===== src/rtl/dmac_pkg.sv =====
package dmac_pkg;

    typedef enum logic [0:0] {
        ST_IDLE = 1'b0,
        ST_EVAL = 1'b1
    } dmac_state_e;

    // Mode word bit positions
    localparam int MODE_EN   = 0;
    localparam int MODE_M2D  = 1;
    localparam int MODE_TC   = 8;
    localparam int MODE_MERR = 9;
    localparam int MODE_AERR = 10;

    // Word index inside a register set
    localparam int W_BASE = 0;
    localparam int W_MODE = 1;
    localparam int W_CNT  = 2;
    localparam int W_ADDR = 3;
    localparam int WORDS_PER_SET = 4;

endpackage


===== src/rtl/dmac_regfile.sv =====
module dmac_regfile
    import dmac_pkg::*;
#(
    parameter int NUM_SETS = 8,
    parameter int NUM_XFER = 4,
    parameter int DATA_W   = 32,
    parameter int ADDR_W   = 10,
    parameter int SET_OFF  = 'h100,
    parameter int SRC_OFF  = 'h200,
    localparam int CH_W    = $clog2(NUM_XFER),
    localparam int NWORDS  = NUM_SETS * WORDS_PER_SET
) (
    input  logic              clk,
    input  logic              rst_n,
    input  logic              bus_wr,
    input  logic [ADDR_W-1:0] bus_addr,
    input  logic [DATA_W-1:0] bus_wdata,
    output logic [DATA_W-1:0] bus_rdata,
    input  logic [CH_W-1:0]   eng_ch,
    input  logic              eng_clr,
    input  logic              eng_tc,
    input  logic              eng_merr,
    input  logic [DATA_W-1:0] eng_dec_len,
    output logic              sel_en,
    output logic              sel_m2d,
    output logic [DATA_W-1:0] sel_count,
    output logic [DATA_W-1:0] sel_addr
);

    logic [NWORDS-1:0]   hit;
    logic [DATA_W-1:0]   word_q [NWORDS];
    logic [NUM_XFER-1:0] irq_src;
    logic                src_hit;

    assign src_hit = (bus_addr == ADDR_W'(SRC_OFF));

    for (genvar s = 0; s < NUM_SETS; s++) begin : g_set
        for (genvar w = 0; w < WORDS_PER_SET; w++) begin : g_word
            localparam logic [ADDR_W-1:0] OFF = ADDR_W'(SET_OFF + s*32 + w*8);
            logic [DATA_W-1:0] q;
            assign hit[s*WORDS_PER_SET + w]    = (bus_addr == OFF);
            assign word_q[s*WORDS_PER_SET + w] = q;

            if (s < NUM_XFER && w == W_MODE) begin : g_mode
                logic here;
                assign here = (eng_ch == CH_W'(s));
                always_ff @(posedge clk or negedge rst_n) begin
                    if (!rst_n) begin
                        q <= '0;
                    end else if (here && eng_clr) begin
                        q[MODE_TC]   <= 1'b0;
                        q[MODE_MERR] <= 1'b0;
                        q[MODE_AERR] <= 1'b0;
                    end else if (here && eng_tc) begin
                        q[MODE_TC] <= 1'b1;
                    end else if (here && eng_merr) begin
                        q[MODE_MERR] <= 1'b1;
                    end else if (bus_wr && hit[s*WORDS_PER_SET + w]) begin
                        q <= bus_wdata;
                    end
                end
            end else if (s < NUM_XFER && w == W_CNT) begin : g_cnt
                logic here;
                assign here = (eng_ch == CH_W'(s));
                always_ff @(posedge clk or negedge rst_n) begin
                    if (!rst_n) begin
                        q <= '0;
                    end else if (here && eng_tc) begin
                        q <= q - eng_dec_len;
                    end else if (bus_wr && hit[s*WORDS_PER_SET + w]) begin
                        q <= bus_wdata;
                    end
                end
            end else begin : g_plain
                always_ff @(posedge clk or negedge rst_n) begin
                    if (!rst_n) begin
                        q <= '0;
                    end else if (bus_wr && hit[s*WORDS_PER_SET + w]) begin
                        q <= bus_wdata;
                    end
                end
            end
        end
    end

    // Sticky refusal record, cleared by reset only
    always_ff @(posedge clk or negedge rst_n) begin
        if (!rst_n) begin
            irq_src <= '0;
        end else if (eng_merr) begin
            irq_src[eng_ch] <= 1'b1;
        end
    end

    always_comb begin
        bus_rdata = '0;
        for (int i = 0; i < NWORDS; i++) begin
            if (hit[i]) bus_rdata = word_q[i];
        end
        if (src_hit) bus_rdata = DATA_W'(irq_src);
    end

    always_comb begin
        sel_en    = 1'b0;
        sel_m2d   = 1'b0;
        sel_count = '0;
        sel_addr  = '0;
        for (int c = 0; c < NUM_XFER; c++) begin
            if (eng_ch == CH_W'(c)) begin
                sel_en    = word_q[c*WORDS_PER_SET + W_MODE][MODE_EN];
                sel_m2d   = word_q[c*WORDS_PER_SET + W_MODE][MODE_M2D];
                sel_count = word_q[c*WORDS_PER_SET + W_CNT];
                sel_addr  = word_q[c*WORDS_PER_SET + W_ADDR];
            end
        end
    end

    assert_irq_sticky_R11: assert property (@(posedge clk) disable iff (!rst_n)
        1'b1 |=> ((irq_src & $past(irq_src)) == $past(irq_src)));

    assert_irq_needs_refusal_R11: assert property (@(posedge clk) disable iff (!rst_n)
        !eng_merr |=> (irq_src == $past(irq_src)));

endmodule


===== src/rtl/dmac_req_fsm.sv =====
module dmac_req_fsm
    import dmac_pkg::*;
#(
    parameter int NUM_XFER = 4,
    parameter int DATA_W   = 32,
    localparam int CH_W    = $clog2(NUM_XFER)
) (
    input  logic              clk,
    input  logic              rst_n,
    input  logic              req_valid,
    input  logic [CH_W-1:0]   req_ch,
    input  logic              req_to_mem,
    input  logic [DATA_W-1:0] req_len,
    output logic              req_ready,
    input  logic              sel_en,
    input  logic              sel_m2d,
    input  logic [DATA_W-1:0] sel_count,
    input  logic [DATA_W-1:0] sel_addr,
    output logic [CH_W-1:0]   eng_ch,
    output logic              eng_clr,
    output logic              eng_tc,
    output logic              eng_merr,
    output logic [DATA_W-1:0] eng_dec_len,
    output logic              grant_valid,
    output logic [DATA_W-1:0] grant_addr,
    output logic [DATA_W-1:0] grant_len,
    output logic              reject_valid
);

    dmac_state_e       state, state_nxt;
    logic [CH_W-1:0]   cur_ch;
    logic              cur_to_mem;
    logic [DATA_W-1:0] cur_len;
    logic              consistent;

    // State register
    always_ff @(posedge clk or negedge rst_n) begin
        if (!rst_n) state <= ST_IDLE;
        else        state <= state_nxt;
    end

    always_comb begin
        state_nxt = state;
        unique case (state)
            ST_IDLE: if (req_valid) state_nxt = ST_EVAL;   // accept
            ST_EVAL: state_nxt = ST_IDLE;                  // finish
        endcase
    end

    // Direction bit set means memory-to-device; request to_mem must be its inverse
    assign consistent  = sel_en && (cur_to_mem != sel_m2d);
    assign req_ready   = (state == ST_IDLE);
    assign eng_ch      = (state == ST_IDLE) ? req_ch : cur_ch;
    assign eng_clr     = (state == ST_IDLE) && req_valid;
    assign eng_tc      = (state == ST_EVAL) && consistent;
    assign eng_merr    = (state == ST_EVAL) && !consistent;
    assign eng_dec_len = (cur_len < sel_count) ? cur_len : sel_count;

    // Outputs and request capture
    always_ff @(posedge clk or negedge rst_n) begin
        if (!rst_n) begin
            cur_ch       <= '0;
            cur_to_mem   <= 1'b0;
            cur_len      <= '0;
            grant_valid  <= 1'b0;
            grant_addr   <= '0;
            grant_len    <= '0;
            reject_valid <= 1'b0;
        end else begin
            if (eng_clr) begin
                cur_ch     <= req_ch;
                cur_to_mem <= req_to_mem;
                cur_len    <= req_len;
            end
            grant_valid  <= eng_tc;
            reject_valid <= eng_merr;
            if (eng_tc) begin
                grant_addr <= sel_addr;
                grant_len  <= eng_dec_len;
            end
        end
    end

    assert_one_outcome_R10: assert property (@(posedge clk) disable iff (!rst_n)
        !(grant_valid && reject_valid));

    assert_outcome_follows_accept_R10: assert property (@(posedge clk) disable iff (!rst_n)
        (grant_valid || reject_valid) |-> $past(req_valid && req_ready, 2));

    assert_ready_after_outcome_R10: assert property (@(posedge clk) disable iff (!rst_n)
        (grant_valid || reject_valid) |-> req_ready);

    assert_grant_clamped_R8: assert property (@(posedge clk) disable iff (!rst_n)
        grant_valid |-> (grant_len <= $past(sel_count)));

endmodule


===== src/rtl/dmac_ctrl.sv =====
module dmac_ctrl
    import dmac_pkg::*;
#(
    parameter int NUM_SETS = 8,
    parameter int NUM_XFER = 4,
    parameter int DATA_W   = 32,
    parameter int ADDR_W   = 10,
    localparam int CH_W    = $clog2(NUM_XFER)
) (
    input  logic              clk,
    input  logic              rst_n,
    input  logic              reg_wr,
    input  logic [ADDR_W-1:0] reg_addr,
    input  logic [DATA_W-1:0] reg_wdata,
    output logic [DATA_W-1:0] reg_rdata,
    input  logic              req_valid,
    input  logic [CH_W-1:0]   req_ch,
    input  logic              req_to_mem,
    input  logic [DATA_W-1:0] req_len,
    output logic              req_ready,
    output logic              grant_valid,
    output logic [DATA_W-1:0] grant_addr,
    output logic [DATA_W-1:0] grant_len,
    output logic              reject_valid
);

    logic [CH_W-1:0]   eng_ch;
    logic              eng_clr, eng_tc, eng_merr;
    logic [DATA_W-1:0] eng_dec_len;
    logic              sel_en, sel_m2d;
    logic [DATA_W-1:0] sel_count, sel_addr;

    dmac_regfile #(
        .NUM_SETS(NUM_SETS), .NUM_XFER(NUM_XFER),
        .DATA_W(DATA_W), .ADDR_W(ADDR_W)
    ) u_regs (
        .clk(clk), .rst_n(rst_n),
        .bus_wr(reg_wr), .bus_addr(reg_addr),
        .bus_wdata(reg_wdata), .bus_rdata(reg_rdata),
        .eng_ch(eng_ch), .eng_clr(eng_clr), .eng_tc(eng_tc),
        .eng_merr(eng_merr), .eng_dec_len(eng_dec_len),
        .sel_en(sel_en), .sel_m2d(sel_m2d),
        .sel_count(sel_count), .sel_addr(sel_addr)
    );

    dmac_req_fsm #(
        .NUM_XFER(NUM_XFER), .DATA_W(DATA_W)
    ) u_fsm (
        .clk(clk), .rst_n(rst_n),
        .req_valid(req_valid), .req_ch(req_ch),
        .req_to_mem(req_to_mem), .req_len(req_len),
        .req_ready(req_ready),
        .sel_en(sel_en), .sel_m2d(sel_m2d),
        .sel_count(sel_count), .sel_addr(sel_addr),
        .eng_ch(eng_ch), .eng_clr(eng_clr), .eng_tc(eng_tc),
        .eng_merr(eng_merr), .eng_dec_len(eng_dec_len),
        .grant_valid(grant_valid), .grant_addr(grant_addr),
        .grant_len(grant_len), .reject_valid(reject_valid)
    );

endmodule


===== config.mk =====
export PLATFORM = sky130hd
export DESIGN_NAME = dmac_ctrl
export DESIGN_NICKNAME = d
export VERILOG_FILES = /design/src/rtl/dmac_pkg.sv /design/src/rtl/dmac_regfile.sv /design/src/rtl/dmac_req_fsm.sv /design/src/rtl/dmac_ctrl.sv
export SDC_FILE = /design/constraint.sdc
export NUM_CORES = 2
export LEC_CHECK = 0
export BUFFER_PORTS_ARGS = -buffer_cell sky130_fd_sc_hd__buf_2
export CAP_MARGIN = 20
export CORE_MARGIN = 1.5
export CORE_UTILIZATION = 63
export CTS_BUF_LIST = sky130_fd_sc_hd__clkbuf_16
export DETAILED_ROUTE_END_ITERATION = 6
export PLACE_DENSITY = 0.82
export SETUP_SLACK_MARGIN = 0.15
export SYNTH_ARGS = -nofsm -noshare
export SYNTH_HDL_FRONTEND = slang
export SYNTH_SLANG_ARGS = --single-unit

===== constraint.sdc =====
create_clock -name clk -period 8.6 [get_ports clk]
set_clock_uncertainty 0.05 [all_clocks]
set_input_delay 1.29 -clock clk [delete_from_list [all_inputs] [get_ports clk]]
set_output_delay 1.29 -clock clk [all_outputs]
set_load 0.005 [all_outputs]

---- After elaboration in Yosys (flattened, before gate mapping) ----
Index checks and enable logic that the tools add are counted.
word-level totals
  flip-flop bits (word level) ............. 1130
  bits of input ports ..................... 81
  output and inout port bits .............. 99
  word-level logic and storage cells ...... 297
operators by class
  $add $sub $neg .......................... 4
  $lt $le $gt $ge ......................... 3
  eq/ne operators ......................... 49
  muxes and demuxes ....................... 91
  bitwise gates (word level) .............. 14
  reductions and logical operators ........ 83
operator list
  cell                                                                   number
  32-bit 2-to-1 mux                                                      50
  10-bit by 9-bit == test with 1-bit output (second input constant)      32
  32-bit subtractor                                                      4
  1-bit logical AND                                                      49
  11-bit 2-to-1 mux                                                      4
  9-bit 2-to-1 mux                                                       4
  32-bit < comparator                                                    1
  3-bit nonzero test                                                     8
  1-bit 2-to-1 mux                                                       22
  2-bit by 1-bit != test with 1-bit output (second input constant)       8
  2-bit AND reduction                                                    8
  4-bit AND reduction                                                    4
  2-bit nonzero test                                                     8
  1-bit inverter                                                         13
  3-bit 2-to-1 mux                                                       4
  3-bit by 1-bit != test with 1-bit output (second input constant)       4
  3-bit AND reduction                                                    4
  10-bit == test (second input constant)                                 1
  2-bit 2-to-1 mux                                                       5
  2-bit == test (second input constant)                                  2
  4-bit OR                                                               1
  2-bit by 3-bit < comparator with 1-bit output (second input constant)  1
  1-bit demux with 2-bit select                                          1
  2-bit by 1-bit == test with 1-bit output (second input constant)       1
  other kinds (5)                                                        5

---- Depth between registers and ports, before layout ----
  depth in word-level cells ............... 34
  depth in mapped cells ................... 27
  gate-level depth less buffers ........... 23

---- By module ----
From an unflattened synthesis, not the netlist that was laid out.
second synthesis, totals
  cell total of the unflattened synthesis .. 5120
  area, all modules ....................... 58935.3 sq um
modules (own cells, without submodules)
  module        instances  cells an instance  area each (sq um)  sequential area each (sq um)
  dmac_regfile  1          4644               53824.1            25724.7
  dmac_req_fsm  1          476                5111.2             2552.4

---- Worst setup path before layout ----
OpenSTA, ideal clock, no wires.
  path kind ............................... input port to flip-flop
  start ................................... in req_ch[0]
  end ..................................... reg u_regs.g_set[2].g_word[2].q[31]
  library setup time ...................... 0.077 ns
  arrival ................................. 7.215 ns
  data required time ...................... 8.473 ns
  path slack .............................. 1.258 ns
  stages .................................. 24
  path buffers ............................ 3
  cell sequence ........................... mux2_4 -> buf_2 -> buf_1 -> mux4_2 -> inv_1 -> ha_1 -> or3_1 -> a2111oi_0 -> a211oi_2 -> nor4_4 -> clkbuf_1 -> nor2_1 -> a21oi_1 -> ha_1 -> nor2b_1 -> o31a_1 -> o41a_1 -> o21ba_2 -> o21ai_1 -> a21oi_1 -> o41a_1 -> xnor2_1 -> o31a_1 -> o21ai_1
between the ends
  longest elaborated chain between the ends .. 11
  elaborated cells between the ends (all ways) .. 26
  those cells by class .................... add/sub (1); order compare (1); eq/ne (4); mux (15); reduce/logical (5)
RTL lines
  what                                                          line                text
  start: declaration                                            dmac_ctrl.sv:17     input logic [CH_W-1:0] req_ch,
  2-bit 2-to-1 mux *                                            dmac_req_fsm.sv:53  assign eng_ch = (state == ST_IDLE) ? req_ch : cur_ch;
  branches (longest 10 deep; another with 32-bit < comparator)  -
  end signal: assignment                                        dmac_regfile.sv:69  q <= q - eng_dec_len;
  end signal: assignment                                        dmac_regfile.sv:71  q <= bus_wdata;
  end: declaration                                              dmac_regfile.sv:40  logic [DATA_W-1:0] q;
Mark *: on every way between the ends.
A chain may end at the register's enable or synchronous reset.

---- Worst setup path in the final report ----
  start ................................... in reg_addr[8]
  end ..................................... out reg_rdata[15]
between the ends
  longest elaborated chain between the ends .. 34
  elaborated cells between the ends (all ways) .. 66
  those cells by class .................... eq/ne (33); mux (33)
RTL lines
  what                                       line                 text
  start: declaration                         dmac_ctrl.sv:13      input logic [ADDR_W-1:0] reg_addr,
  10-bit by 9-bit == test with 1-bit output  dmac_regfile.sv:41   assign hit[s*WORDS_PER_SET + w] = (bus_addr == OFF);
  32-bit 2-to-1 mux (32 in series)           dmac_regfile.sv:98   if (hit[i]) bus_rdata = word_q[i];
  32-bit 2-to-1 mux *                        dmac_regfile.sv:100  if (src_hit) bus_rdata = DATA_W'(irq_src);
  end: declaration                           dmac_ctrl.sv:15      output logic [DATA_W-1:0] reg_rdata,
Every way passes the cells marked *; elsewhere a longest branch is shown, timed or not.

==> flow_summary.ini <==
[run_status]
status = finished with violations
violations = design-rule violations

[setup_path]
cp_cell_sequence = buf_2, nor2b_1, nand3_1, nor2_2, buf_4, a222oi_1, and3_1, a31oi_1, o221ai_1, nand4_1, o21ai_1, nand2_1, buf_2
crit_arrival_ns = 5.72
critPathKind = in -> out
critPathSlowestCell = nor2_2
slowest_delay_ns = 1.13
startpoint_type = primary input
required_ns = 7.26
r2r_setup_slack_ns = 1.63
ff2ff_path_depth = 25
worstSetupEndpointType = output pin
path_common_cell = buf_2
crit_fanout = 16

[grt]
first_global_vias = 46300
grt_max_degree = 180
grt_pass1_wl_mm = 305
grt-ovfl-total = 0
gr-usage-all-layers_pct = 43.7
antenna_found_initial = 18

[synthesis]
synth.distinct_cells = 90
netlist_area_um2 = 58100
yosysSeqAreaShare_pct = 48.7
synth_top_area_share_pct = 48.7
synth_edf_count = 0
syn_nets = 5362
synthCells = 5122
synth-seq-cells = 1130
synth.area.top_cells = dfrtp_1 (49%), mux2_2 (17%), ha_1 (3.3%)
yosys.area.top_type = dfrtp_1
ys_warn_count = 0
synth_ff_type = dfrtp_1
async_flop_share_pct = 100
syn_area_per_cell_um2 = 11.3

[clocking]
clock-sinks = 1130
insertion_delay_ns = 0.75
cts_setup_buffers = 0
cts_tree = yes
numCtsBuffers = 116
path_clk_slew_ns = 0.06
holdBufCountCts = 0
htree_levels = 3
clk_path_buf_depth = 3
cts-root-buf = clkbuf_16
cts-resized-gates = 0

[power_and_ir_drop]
powerDensity_nw_per_um2 = 198
ir_worst_vdd_v = 0.000174
leakage_nw = 32.0

[detailed_routing]
wl_per_cell_um = 32.0
drt-total-wl_mm = 207
drtAntennaViolNets = 0
drt_iter0_drc = 7253
via_per_inst = 7.32
first_pass_iters = 7
drc = 20
vias = 47400

[floorplanning]
dieArea_um2 = 94100
start_util_pct = 63.5
core_um2 = 91500
rows = 111
die_h_um = 307
pin_count = 180
die_w_um = 307

[timing]
slew_headroom_pct = 13.7
hold_viol = 0
maxSlewViolCount = 0
timing.fmax_mhz = 142
timing.final.crit_share_pct = 82.1
fin_tns_setup_ns = 0
tightestPinTransition_ns = 1.30
rsz0062_at_grt = false
finalSetupViolCount = 0
fin_crit_ns = 7.06

[hold_path]
hold_depth = 2
hold_path.class = reg -> reg

[cells_and_area]
areaGrowthSynthToFinish_pct = 11.1
final_cell_mix = dfrtp_1 (1130), mux2_2 (870), nand2_1 (486)
final_common_cell = dfrtp_1
fillCellCount = 6316
utilization_pct = 70.6
layout.nets = 5425
drive_gt1_share_pct = 28.8

[flow_run]
drv_cap = 0

[placed_design]
routabilityCongestion = 1.03
io_buffers = 179
dp_hpwl_mm = 136
==> flip-flops by register name (all words and copies together) (netlist names) <==
register and count:
u_regs.g_set.g_word.q 1024, u_fsm.cur_len 32, u_fsm.grant_addr 32, u_fsm.grant_len 32, u_regs.irq_src 4, u_fsm.cur_ch 2, u_fsm.cur_to_mem 1, u_fsm.grant_valid 1
u_fsm.reject_valid 1, u_fsm.state 1
==> kinds of logic after synthesis <==
kind of cell | synth area share (%)
and+or+nand+nor | 8.30
muxes | 21.0
adders and majority gates | 3.47
xor gates and xnor gates | 1.28
AOI/OAI and AO/OA | 14.3
DFF | 48.7
buffers and inverters | 3.02
==> Yosys cell counts, types with 5 or more instances <==
cell,count
dfrtp_1,1130
mux2_2,871
nand2_1,505
clkbuf_1,314
o21ai_0,273
a21oi_1,206
a22oi_1,180
nor2_1,179
ha_1,155
a221oi_1,105
mux2i_1,82
a22o_1,76
inv_1,70
nand3_1,69
mux4_2,66
nand4_1,62
nor3_1,58
xnor2_1,49
a222oi_1,44
o21a_1,44
buf_2,38
a21o_1,36
xor2_1,36
a211oi_1,33
nand2b_1,32
buf_1,31
or3_1,29
and3_1,27
nor4_1,27
o21ai_1,26
o22ai_1,25
a31oi_1,22
nor2b_1,22
a221o_1,17
o31ai_1,14
o211ai_1,13
o21bai_1,13
o2111ai_1,12
and2_1,9
or2_2,8
a21boi_0,7
o221ai_1,7
a2111oi_0,6
o31a_1,6
and4_1,5
==> report_power, final <==
group          internal, W  switching [W]
Sequential         0.00544       0.000150
Combinational     0.000730        0.00120
Clock              0.00303        0.00225
Total              0.00919        0.00360
==> per-layer routing <==
metal | up-vias | wire length (um) | track usage, %
li1 | 19200 | - | -
met1 | 23600 | 75700 | 57.4
met2 | 3629 | 89300 | 64.0
met3 | 878 | 29500 | 14.5
met4 | 16 | 12700 | 23.9
met5 | - | 95 | 0
==> path summary, 6_finish.rpt <==
path	from	end
setup reg to reg	u_fsm.state$_DFF_PN0_	u_regs.g_set[3].g_word[2].q[28]$_DFFE_PN0P_
max in group asynchronous	rst_n	u_regs.g_set[7].g_word[2].q[25]$_DFFE_PN0P_
setup / recovery	reg_addr[8]	reg_rdata[15]
hold / removal	u_fsm.grant_len[29]$_DFFE_PN0P_	u_fsm.grant_len[29]$_DFFE_PN0P_
min in group asynchronous	rst_n	u_regs.g_set[3].g_word[2].q[0]$_DFFE_PN0P_
hold reg to reg	u_fsm.grant_len[29]$_DFFE_PN0P_	u_fsm.grant_len[29]$_DFFE_PN0P_
==> critical path, delay by kind of cell <==
kind	cells	cell delay, ns
simple gates	6	2.69
compound gates	4	1.02
buf+inv	3	0.70
==> cell type report <==
class	count	area [um^2]	share of cell area (%)
clock buffers	116	2900	4.50
well taps	1186	1480	2.30
multi-input cells	3537	28400	43.9
clock inverters	101	1050	1.63
inverters	71	267	0.413
diodes	8	20.0	0.0310
flip-flops and latches	1130	28300	43.8
repair buffers	329	2190	3.39
==> through the flow <==
stage	instances	total power, W	worst slack [ns]	instance area, um^2	hold WS [ns]
CTS	6465	0.0127	1.67	64500	0.424
detailed placement	6248	0.00754	0.893	60500	0.408
finish	6478	0.0128	1.54	64600	0.421
global route	6474	0.0131	1.03	64600	0.441
floorplan	5122	0.00683	1.26	58100	0.385
global placement	6246	0.00753	0.980	60500	0.402
(Power assumes the default switching activity.)
